### config.mk
export PLATFORM = sky130hd
export DESIGN_NAME = nand_cycle_gen
export DESIGN_NICKNAME = d
export VERILOG_FILES = /design/src/rtl/nand_cyc_pkg.sv /design/src/rtl/nand_phase_seq.sv /design/src/rtl/nand_pin_drv.sv /design/src/rtl/nand_rb_sync.sv /design/src/rtl/nand_cycle_gen.sv
export SDC_FILE = /design/constraint.sdc
export NUM_CORES = 1
export LEC_CHECK = 0
export ABC_CLOCK_PERIOD_IN_PS = 3500
export BUFFER_PORTS_ARGS = -buffer_cell sky130_fd_sc_hd__buf_2
export CAP_MARGIN = 20
export CORE_ASPECT_RATIO = 0.9
export CORE_UTILIZATION = 40
export CTS_CLUSTER_SIZE = 16
export DETAILED_ROUTE_END_ITERATION = 8
export GPL_TIMING_DRIVEN = 0
export PLACE_DENSITY = 0.68
export SETUP_SLACK_MARGIN = 0.4
export SLEW_MARGIN = 20
export SYNTH_ARGS = -nofsm -noshare
export SYNTH_HDL_FRONTEND = slang
export SYNTH_SLANG_ARGS = --single-unit
### constraint.sdc
create_clock -name clk -period 3.5 [get_ports clk]
set_input_delay 0.7 -clock clk [delete_from_list [all_inputs] [get_ports clk]]
set_output_delay 0.7 -clock clk [all_outputs]
set_load 0.05 [all_outputs]
### src/rtl/nand_cyc_pkg.sv
package nand_cyc_pkg;

  typedef enum logic [1:0] {
    K_CMD   = 2'd0,
    K_ADDR  = 2'd1,
    K_WDATA = 2'd2,
    K_RDATA = 2'd3
  } kind_e;

  typedef enum logic [1:0] {
    PH_IDLE,
    PH_SETUP,
    PH_STROBE,
    PH_HOLD
  } phase_e;

  // strobe length in clocks for a given field value
  function automatic int strobe_clks(int code);
    return code + 1;
  endfunction

  // counter bits needed to count down from n-1
  function automatic int cnt_bits(int n);
    return (n < 2) ? 1 : $clog2(n);
  endfunction

  function automatic logic drives_bus(kind_e k);
    return k != K_RDATA;
  endfunction

endpackage

### src/rtl/nand_phase_seq.sv
module nand_phase_seq
  import nand_cyc_pkg::*;
#(
  parameter int SETUP_CLKS = 2,
  parameter int PULSE_CODE = 1,
  parameter int HOLD_CLKS  = 3
) (
  input  logic   clk,
  input  logic   rst_n,
  input  logic   start,
  output phase_e phase,
  output logic   strobe_last,
  output logic   finish
);
  localparam int PULSE_CLKS = strobe_clks(PULSE_CODE);
  localparam int MAX_A = (SETUP_CLKS > HOLD_CLKS) ? SETUP_CLKS : HOLD_CLKS;
  localparam int MAXC  = (MAX_A > PULSE_CLKS) ? MAX_A : PULSE_CLKS;
  localparam int CW    = cnt_bits(MAXC);

  phase_e        phase_d;
  logic [CW-1:0] cnt_q, cnt_d;
  logic          cnt_zero;

  assign cnt_zero    = (cnt_q == '0);
  assign strobe_last = (phase == PH_STROBE) && cnt_zero;
  assign finish      = (strobe_last && (HOLD_CLKS == 0)) ||
                       ((phase == PH_HOLD) && cnt_zero);

  always_comb begin
    phase_d = phase;
    cnt_d   = cnt_q;
    unique case (phase)
      PH_IDLE: if (start) begin
        if (SETUP_CLKS > 0) begin
          phase_d = PH_SETUP;
          cnt_d   = CW'(SETUP_CLKS - 1);
        end else begin
          phase_d = PH_STROBE;
          cnt_d   = CW'(PULSE_CLKS - 1);
        end
      end
      PH_SETUP: begin
        if (cnt_zero) begin
          phase_d = PH_STROBE;
          cnt_d   = CW'(PULSE_CLKS - 1);
        end else cnt_d = cnt_q - 1'b1;
      end
      PH_STROBE: begin
        if (cnt_zero) begin
          if (HOLD_CLKS > 0) begin
            phase_d = PH_HOLD;
            cnt_d   = CW'(HOLD_CLKS - 1);
          end else phase_d = PH_IDLE;
        end else cnt_d = cnt_q - 1'b1;
      end
      PH_HOLD: begin
        if (cnt_zero) phase_d = PH_IDLE;
        else cnt_d = cnt_q - 1'b1;
      end
      default: phase_d = PH_IDLE;
    endcase
  end

  always_ff @(posedge clk or negedge rst_n) begin
    if (!rst_n) begin
      phase <= PH_IDLE;
      cnt_q <= '0;
    end else begin
      phase <= phase_d;
      cnt_q <= cnt_d;
    end
  end
endmodule

### src/rtl/nand_pin_drv.sv
module nand_pin_drv
  import nand_cyc_pkg::*;
(
  input  logic   clk,
  input  logic   rst_n,
  input  logic   sel,
  input  phase_e phase,
  input  kind_e  kind,
  output logic   ce_n,
  output logic   cle,
  output logic   ale,
  output logic   we_n,
  output logic   re_n,
  output logic   oe
);
  logic active, strobing;

  assign active   = (phase != PH_IDLE);
  assign strobing = (phase == PH_STROBE);
  assign cle      = active && (kind == K_CMD);
  assign ale      = active && (kind == K_ADDR);
  assign oe       = active && drives_bus(kind);
  assign we_n     = !(strobing && drives_bus(kind));
  assign re_n     = !(strobing && !drives_bus(kind));

  always_ff @(posedge clk or negedge rst_n) begin
    if (!rst_n) ce_n <= 1'b1;
    else        ce_n <= !sel;
  end
endmodule

### src/rtl/nand_rb_sync.sv
module nand_rb_sync #(
  parameter int STAGES = 2
) (
  input  logic clk,
  input  logic rst_n,
  input  logic async_in,
  output logic sync_out
);
  logic [STAGES-1:0] chain;

  always_ff @(posedge clk or negedge rst_n) begin
    if (!rst_n) chain <= '0;
    else        chain <= {chain[STAGES-2:0], async_in};
  end

  assign sync_out = chain[STAGES-1];
endmodule

### src/rtl/nand_cycle_gen.sv
module nand_cycle_gen
  import nand_cyc_pkg::*;
#(
  parameter int SETUP_CLKS = 2,
  parameter int PULSE_CODE = 1,
  parameter int HOLD_CLKS  = 3,
  parameter int SYNC_STAGES = 2
) (
  input  logic       clk,
  input  logic       rst_n,
  input  logic       sel_i,
  input  logic       req_valid_i,
  input  logic [1:0] req_kind_i,
  input  logic [7:0] req_byte_i,
  output logic       busy_o,
  output logic       done_o,
  output logic       rd_valid_o,
  output logic [7:0] rd_byte_o,
  output logic       ready_o,
  output logic       ce_n_o,
  output logic       cle_o,
  output logic       ale_o,
  output logic       we_n_o,
  output logic       re_n_o,
  output logic [7:0] io_out_o,
  output logic       io_oe_o,
  input  logic [7:0] io_in_i,
  input  logic       rb_n_i
);
  phase_e     phase;
  kind_e      kind_q;
  logic [7:0] byte_q;
  logic       accept, strobe_last, finish;

  assign busy_o   = (phase != PH_IDLE);
  assign accept   = req_valid_i && !busy_o;
  assign io_out_o = byte_q;

  nand_phase_seq #(
    .SETUP_CLKS(SETUP_CLKS), .PULSE_CODE(PULSE_CODE), .HOLD_CLKS(HOLD_CLKS)
  ) u_seq (
    .clk(clk), .rst_n(rst_n), .start(accept),
    .phase(phase), .strobe_last(strobe_last), .finish(finish)
  );

  nand_pin_drv u_pins (
    .clk(clk), .rst_n(rst_n), .sel(sel_i), .phase(phase), .kind(kind_q),
    .ce_n(ce_n_o), .cle(cle_o), .ale(ale_o), .we_n(we_n_o), .re_n(re_n_o),
    .oe(io_oe_o)
  );

  nand_rb_sync #(.STAGES(SYNC_STAGES)) u_rb (
    .clk(clk), .rst_n(rst_n), .async_in(rb_n_i), .sync_out(ready_o)
  );

  always_ff @(posedge clk or negedge rst_n) begin
    if (!rst_n) begin
      kind_q     <= K_CMD;
      byte_q     <= '0;
      done_o     <= 1'b0;
      rd_valid_o <= 1'b0;
      rd_byte_o  <= '0;
    end else begin
      if (accept) begin
        kind_q <= kind_e'(req_kind_i);
        byte_q <= req_byte_i;
      end
      done_o     <= finish;
      rd_valid_o <= strobe_last && (kind_q == K_RDATA);
      if (strobe_last && (kind_q == K_RDATA)) rd_byte_o <= io_in_i;
    end
  end
endmodule

=== Word level (Yosys, flattened, before mapping) ===
Index checks and enable logic that the tools add are counted.
Widths: inputs -> output; s select.

* $add $sub $neg: 1
* Mux-type cells: 9
* Equal/unequal tests: 11
* Reductions and logical operators: 20

{| class="wikitable"
|+ Operator list
! operator !! count
|-
| $pmux 2 s4 || 2
|-
| $mux 2 || 7
|-
| $logic_and 1x1->1 || 9
|-
| $ne 2x2->1 const B || 4
|-
| $eq 2x2->1 const B || 3
|-
| $logic_not 2->1 || 3
|-
| $logic_not 1->1 || 5
|-
| $eq 2x1->1 const B || 2
|-
| $ne 2x1->1 const B || 2
|-
| $reduce_and 4->1 || 1
|-
| $reduce_and 2->1 || 1
|-
| $reduce_bool 2->1 || 1
|-
| $sub 2x1->2 const B || 1
|}

* Word-level logic and storage cells: 50
* Register bits: 27
* Output and inout bits: 26
* Input port bits: 23

=== Depth between registers and ports, before layout ===
* Depth in word-level cells: 5
* Depth in mapped cells: 5
* Mapped depth without buffers: 5

=== By module ===
A second synthesis with hierarchy kept.

* Cell total of the unflattened synthesis: 93
* Area, all modules: 1,249.9 µm²

{| class="wikitable"
|+ By module, submodules not included
! module !! times used !! cells each !! area an instance (µm²)
|-
| nand_cycle_gen || 1 || 43 || 747.0
|-
| nand_phase_seq || 1 || 38 || 375.4
|-
| nand_pin_drv || 1 || 10 || 77.6
|-
| nand_rb_sync || 1 || 2 || 50.0
|}

=== Worst setup path after synthesis ===
No wires, ideal clock.

* Kind: reg-to-output
* Start point: register u_seq.phase[0]
* End point: output ale_o
* Required time: 2,800 ps
* Arrival time: 1,877 ps
* Cell stages (with the launch flop): 4
* Path buffers: 0
* Slack: 923 ps
* Path through: dfrtp_1 > inv_1 > ha_1 > nor3b_1

* Cells in the longest elaborated chain, start to end: 2

{| class="wikitable"
|+ RTL lines
! what !! RTL line !! RTL
|-
| from (decl) || nand_phase_seq.sv:11 || <nowiki>output phase_e phase,</nowiki>
|-
| from (signal assigned) || nand_phase_seq.sv:69 || <nowiki>phase <= phase_d;</nowiki>
|-
| $reduce_bool 2->1 || nand_pin_drv.sv:18 || <nowiki>assign active = (phase != PH_IDLE);</nowiki>
|-
| $logic_and 1x1->1 || nand_pin_drv.sv:21 || <nowiki>assign ale = active && (kind == K_ADDR);</nowiki>
|-
| to (decl) || nand_cycle_gen.sv:22 || <nowiki>output logic ale_o,</nowiki>
|}

Every way passes these cells.

=== Worst setup path after layout ===
Ends and elaborated chain as after synthesis.

==> metrics.txt <==
# TYPE chip_impl_metric gauge
chip_impl_metric{name="postRouteWirelength",unit="um"} 2110
chip_impl_metric{name="min_period",unit="ps"} 2330
chip_impl_metric{name="fmax",unit="GHz"} 0.429
chip_impl_metric{name="worst_skew_pair.late_latency",unit="ps"} 320
chip_impl_metric{name="syn_area_per_cell",unit="um2"} 13.5
chip_impl_info{name="rsz0062_at_grt",value="no"} 1
chip_impl_metric{name="setup_viol_count_final",unit=""} 0
chip_impl_metric{name="tightestPinTransition",unit="ps"} 583
chip_impl_metric{name="post_cts.resized_instances",unit=""} 0
chip_impl_info{name="root_buffer",value="clkbuf_4"} 1
chip_impl_metric{name="dp_cells",unit=""} 178
chip_impl_info{name="startpoint_type",value="register"} 1
chip_impl_metric{name="mappedNetlistArea",unit="um2"} 1210
chip_impl_metric{name="remaining_drc_errors",unit=""} 0
chip_impl_metric{name="setup_tns",unit="ps"} 0
chip_impl_metric{name="regArea",unit="um2"} 677
chip_impl_metric{name="globalRoute.totalOverflow",unit=""} 0
chip_impl_metric{name="floorplan.rows",unit=""} 18
chip_impl_metric{name="ant_nets",unit=""} 0
chip_impl_metric{name="cts-root-to-sink-buffers",unit=""} 2
chip_impl_metric{name="routed-via-count",unit=""} 839
chip_impl_metric{name="place.gp.congestion",unit=""} 0.738
chip_impl_metric{name="hpwlAfterDp",unit="um"} 1680
chip_impl_metric{name="clkSlewWorstSetupHoldPaths",unit="ps"} 140
chip_impl_info{name="cp-end-kind",value="primary output"} 1
chip_impl_metric{name="cts_setup_buffers",unit=""} 0
chip_impl_metric{name="pin_count",unit=""} 49
chip_impl_metric{name="cts_hold_buffers",unit=""} 0
chip_impl_metric{name="routedWlPerCell",unit="um"} 11.6
chip_impl_info{name="leading_cell_type_in_the_layout_fill_and_taps_excluded",value="buf_2"} 1
chip_impl_metric{name="grt_max_degree",unit=""} 28
chip_impl_metric{name="critical_path_required",unit="ps"} 2800
chip_impl_metric{name="timing.critical_path.arrival",unit="ps"} 1630
chip_impl_metric{name="layout_stage_area_growth_over_the_synthesis_result",unit="%"} 26.2
chip_impl_metric{name="critPathMaxFanout",unit=""} 6
chip_impl_info{name="min-delay-path-class",value="input pin to async pin"} 1
chip_impl_metric{name="slew_headroom",unit="%"} 61.1
chip_impl_metric{name="grt_use_total",unit="%"} 13.9
chip_impl_metric{name="htree_levels",unit=""} 1
chip_impl_metric{name="fraction_of_layout_cells_with_a_size_suffix_above_1",unit="%"} 53.5
chip_impl_metric{name="floorplan.initialDensity",unit="%"} 43.0
chip_impl_metric{name="drt-pass1-iter-count",unit=""} 4
chip_impl_metric{name="num-fill-cells",unit=""} 254
chip_impl_metric{name="preCtsSetupSlack",unit="ps"} 1550
chip_impl_metric{name="vias_per_cell",unit=""} 4.61
chip_impl_metric{name="post_synth_inst_count",unit=""} 90
chip_impl_metric{name="ys.warnings.count",unit=""} 0
chip_impl_metric{name="portBuffers",unit=""} 48
chip_impl_info{name="outcome",value="completed"} 1
chip_impl_metric{name="clk_sinks",unit=""} 27
chip_impl_metric{name="skew",unit="ps"} 4.30
chip_impl_metric{name="grt_pass1_wl",unit="um"} 3310
chip_impl_metric{name="dr.first_iter.drc_count",unit=""} 13
chip_impl_metric{name="numCtsBuffers",unit=""} 3
chip_impl_metric{name="floorplan.core_area",unit="um2"} 2820
chip_impl_metric{name="number_of_antenna_violations_at_the_first_check_in_global_routing",unit=""} 0
chip_impl_metric{name="synth-seq-area-share",unit="%"} 55.9
chip_impl_metric{name="synthDistinctLibCells",unit=""} 20
chip_impl_metric{name="maxCapViolations",unit=""} 0
chip_impl_metric{name="report.final.hold_viol_count",unit=""} 0
chip_impl_metric{name="layoutNonFillerInstCount",unit=""} 182
chip_impl_metric{name="die_x_extent",unit="um"} 60
chip_impl_info{name="final_cell_mix",value="buf_2 (48), dfrtp_1 (26), mux2_2 (20)"} 1
chip_impl_metric{name="final.setup.worst_slack",unit="ps"} 1170
chip_impl_info{name="cts_tree",value="built"} 1
chip_impl_metric{name="postSynthNetCount",unit=""} 123
chip_impl_metric{name="n_antenna_cell",unit=""} 0
chip_impl_metric{name="chipHeight",unit="um"} 54.2
chip_impl_metric{name="ys_ff_latch",unit=""} 27
chip_impl_metric{name="number_of_global_route_vias_before_repair",unit=""} 794
chip_impl_metric{name="multi_input_comb_area",unit="um2"} 495
chip_impl_metric{name="timing.final.max_slew_violations",unit=""} 0
chip_impl_metric{name="timing.final.crit_share",unit="%"} 66.6
chip_impl_info{name="criticalPathCategory",value="register to primary output"} 1
chip_impl_metric{name="design.die.area",unit="um2"} 3250
chip_impl_metric{name="final_net_count",unit=""} 176
==> state kept, by name, summed over array words and instances (netlist names) <==
signal,count
u_seq.phase,2
done_o,1
u_seq.cnt_q,2
u_rb.chain,2
kind_q,2
rd_valid_o,1
rd_byte_o,8
u_pins.ce_n,1
io_out_o,8
==> per-layer routing <==
| metal | wire (um) | vias to the layer above | GRT usage (%) |
|---|---|---|---|
| met2 | 1080 | 30 | 25.2 |
| met1 | 831 | 403 | 14.6 |
| met5 | 0 | - | 0 |
| met4 | 0 | 0 | 3.10 |
| met3 | 195 | 0 | 6.73 |
| li1 | - | 406 | - |
==> path summary, 6_finish.rpt <==
kind	start	to	slack, ps	depth (start not counted)
worst min register to register	u_rb.chain[0]	u_rb.chain[1]	360	0
worst max-delay path	u_seq.phase[0]	ale_o	1170	4
worst max register to register	u_seq.phase[0]	u_seq.phase[1]	1830	5
min in group clk	u_rb.chain[0]	u_rb.chain[1]	360	0
worst min-delay path	rst_n	rd_byte_o[6]	350	1
max in group asynchronous	rst_n	u_pins.ce_n	2760	1
==> cell type report <==
type / instances / area share (%)
Buffer: 1 / 0.327
Clock buffer: 3 / 1.47
Clock inverter: 1 / 0.327
Inverter: 9 / 2.21
Multi-Input combinational cell: 53 / 32.4
Sequential cell: 27 / 44.3
Tap cell: 40 / 3.27
Timing Repair Buffer: 48 / 15.7
==> worst max-delay path, cell delays in order, from the launching register on <==
cell and delay, ps:
dfrtp_1 400, inv_1 110, ha_1 290, nor3b_1 210, buf_2 300
==> cell families (layout without fill, tap and decap cells) <==
group / after synthesis / after routing / synth area share (%)
mux: 21 / 21 / 19.4
compound gates: 7 / 7 / 4.03
buf+inv: 10 / 62 / 3.20
simple gates: 15 / 15 / 7.13
fa+ha+maj: 10 / 10 / 10.3
flops: 27 / 27 / 55.9
==> cells in the mapped netlist <==
cell | instances | share of area (%)
mux2i_1 | 1 | 0.83
mux2_2 | 20 | 19
dfstp_2 | 1 | 2.2
inv_1 | 9 | 2.8
dfrtp_1 | 26 | 54
o221ai_1 | 1 | 0.72
nor3_1 | 2 | 0.83
o21bai_1 | 1 | 0.62
nand4_4 | 1 | 1.8
a21oi_1 | 3 | 1.2
nor3b_1 | 1 | 0.62
a22oi_1 | 1 | 0.62
ha_1 | 10 | 10
clkbuf_2 | 1 | 0.41
nand2_2 | 1 | 0.52
nand3_1 | 1 | 0.41
nand2_1 | 6 | 1.9
nand2b_1 | 1 | 0.52
nor2_1 | 2 | 0.62
a41o_1 | 1 | 0.83
==> metrics by stage <==
stage               instance area [um2]  hold slack [ps]  utilization (%)
floorplan                          1210              331                -
global route                       1530              366             54.3
detailed placement                 1500              335             53.3
finish                             1530              354             54.3
global placement                   1500              332             53.3
CTS                                1530              367             54.3
Power is left out: the tool's default activity adds up to more than one toggle a clock period on the data nets, which glitch-free logic cannot reach.
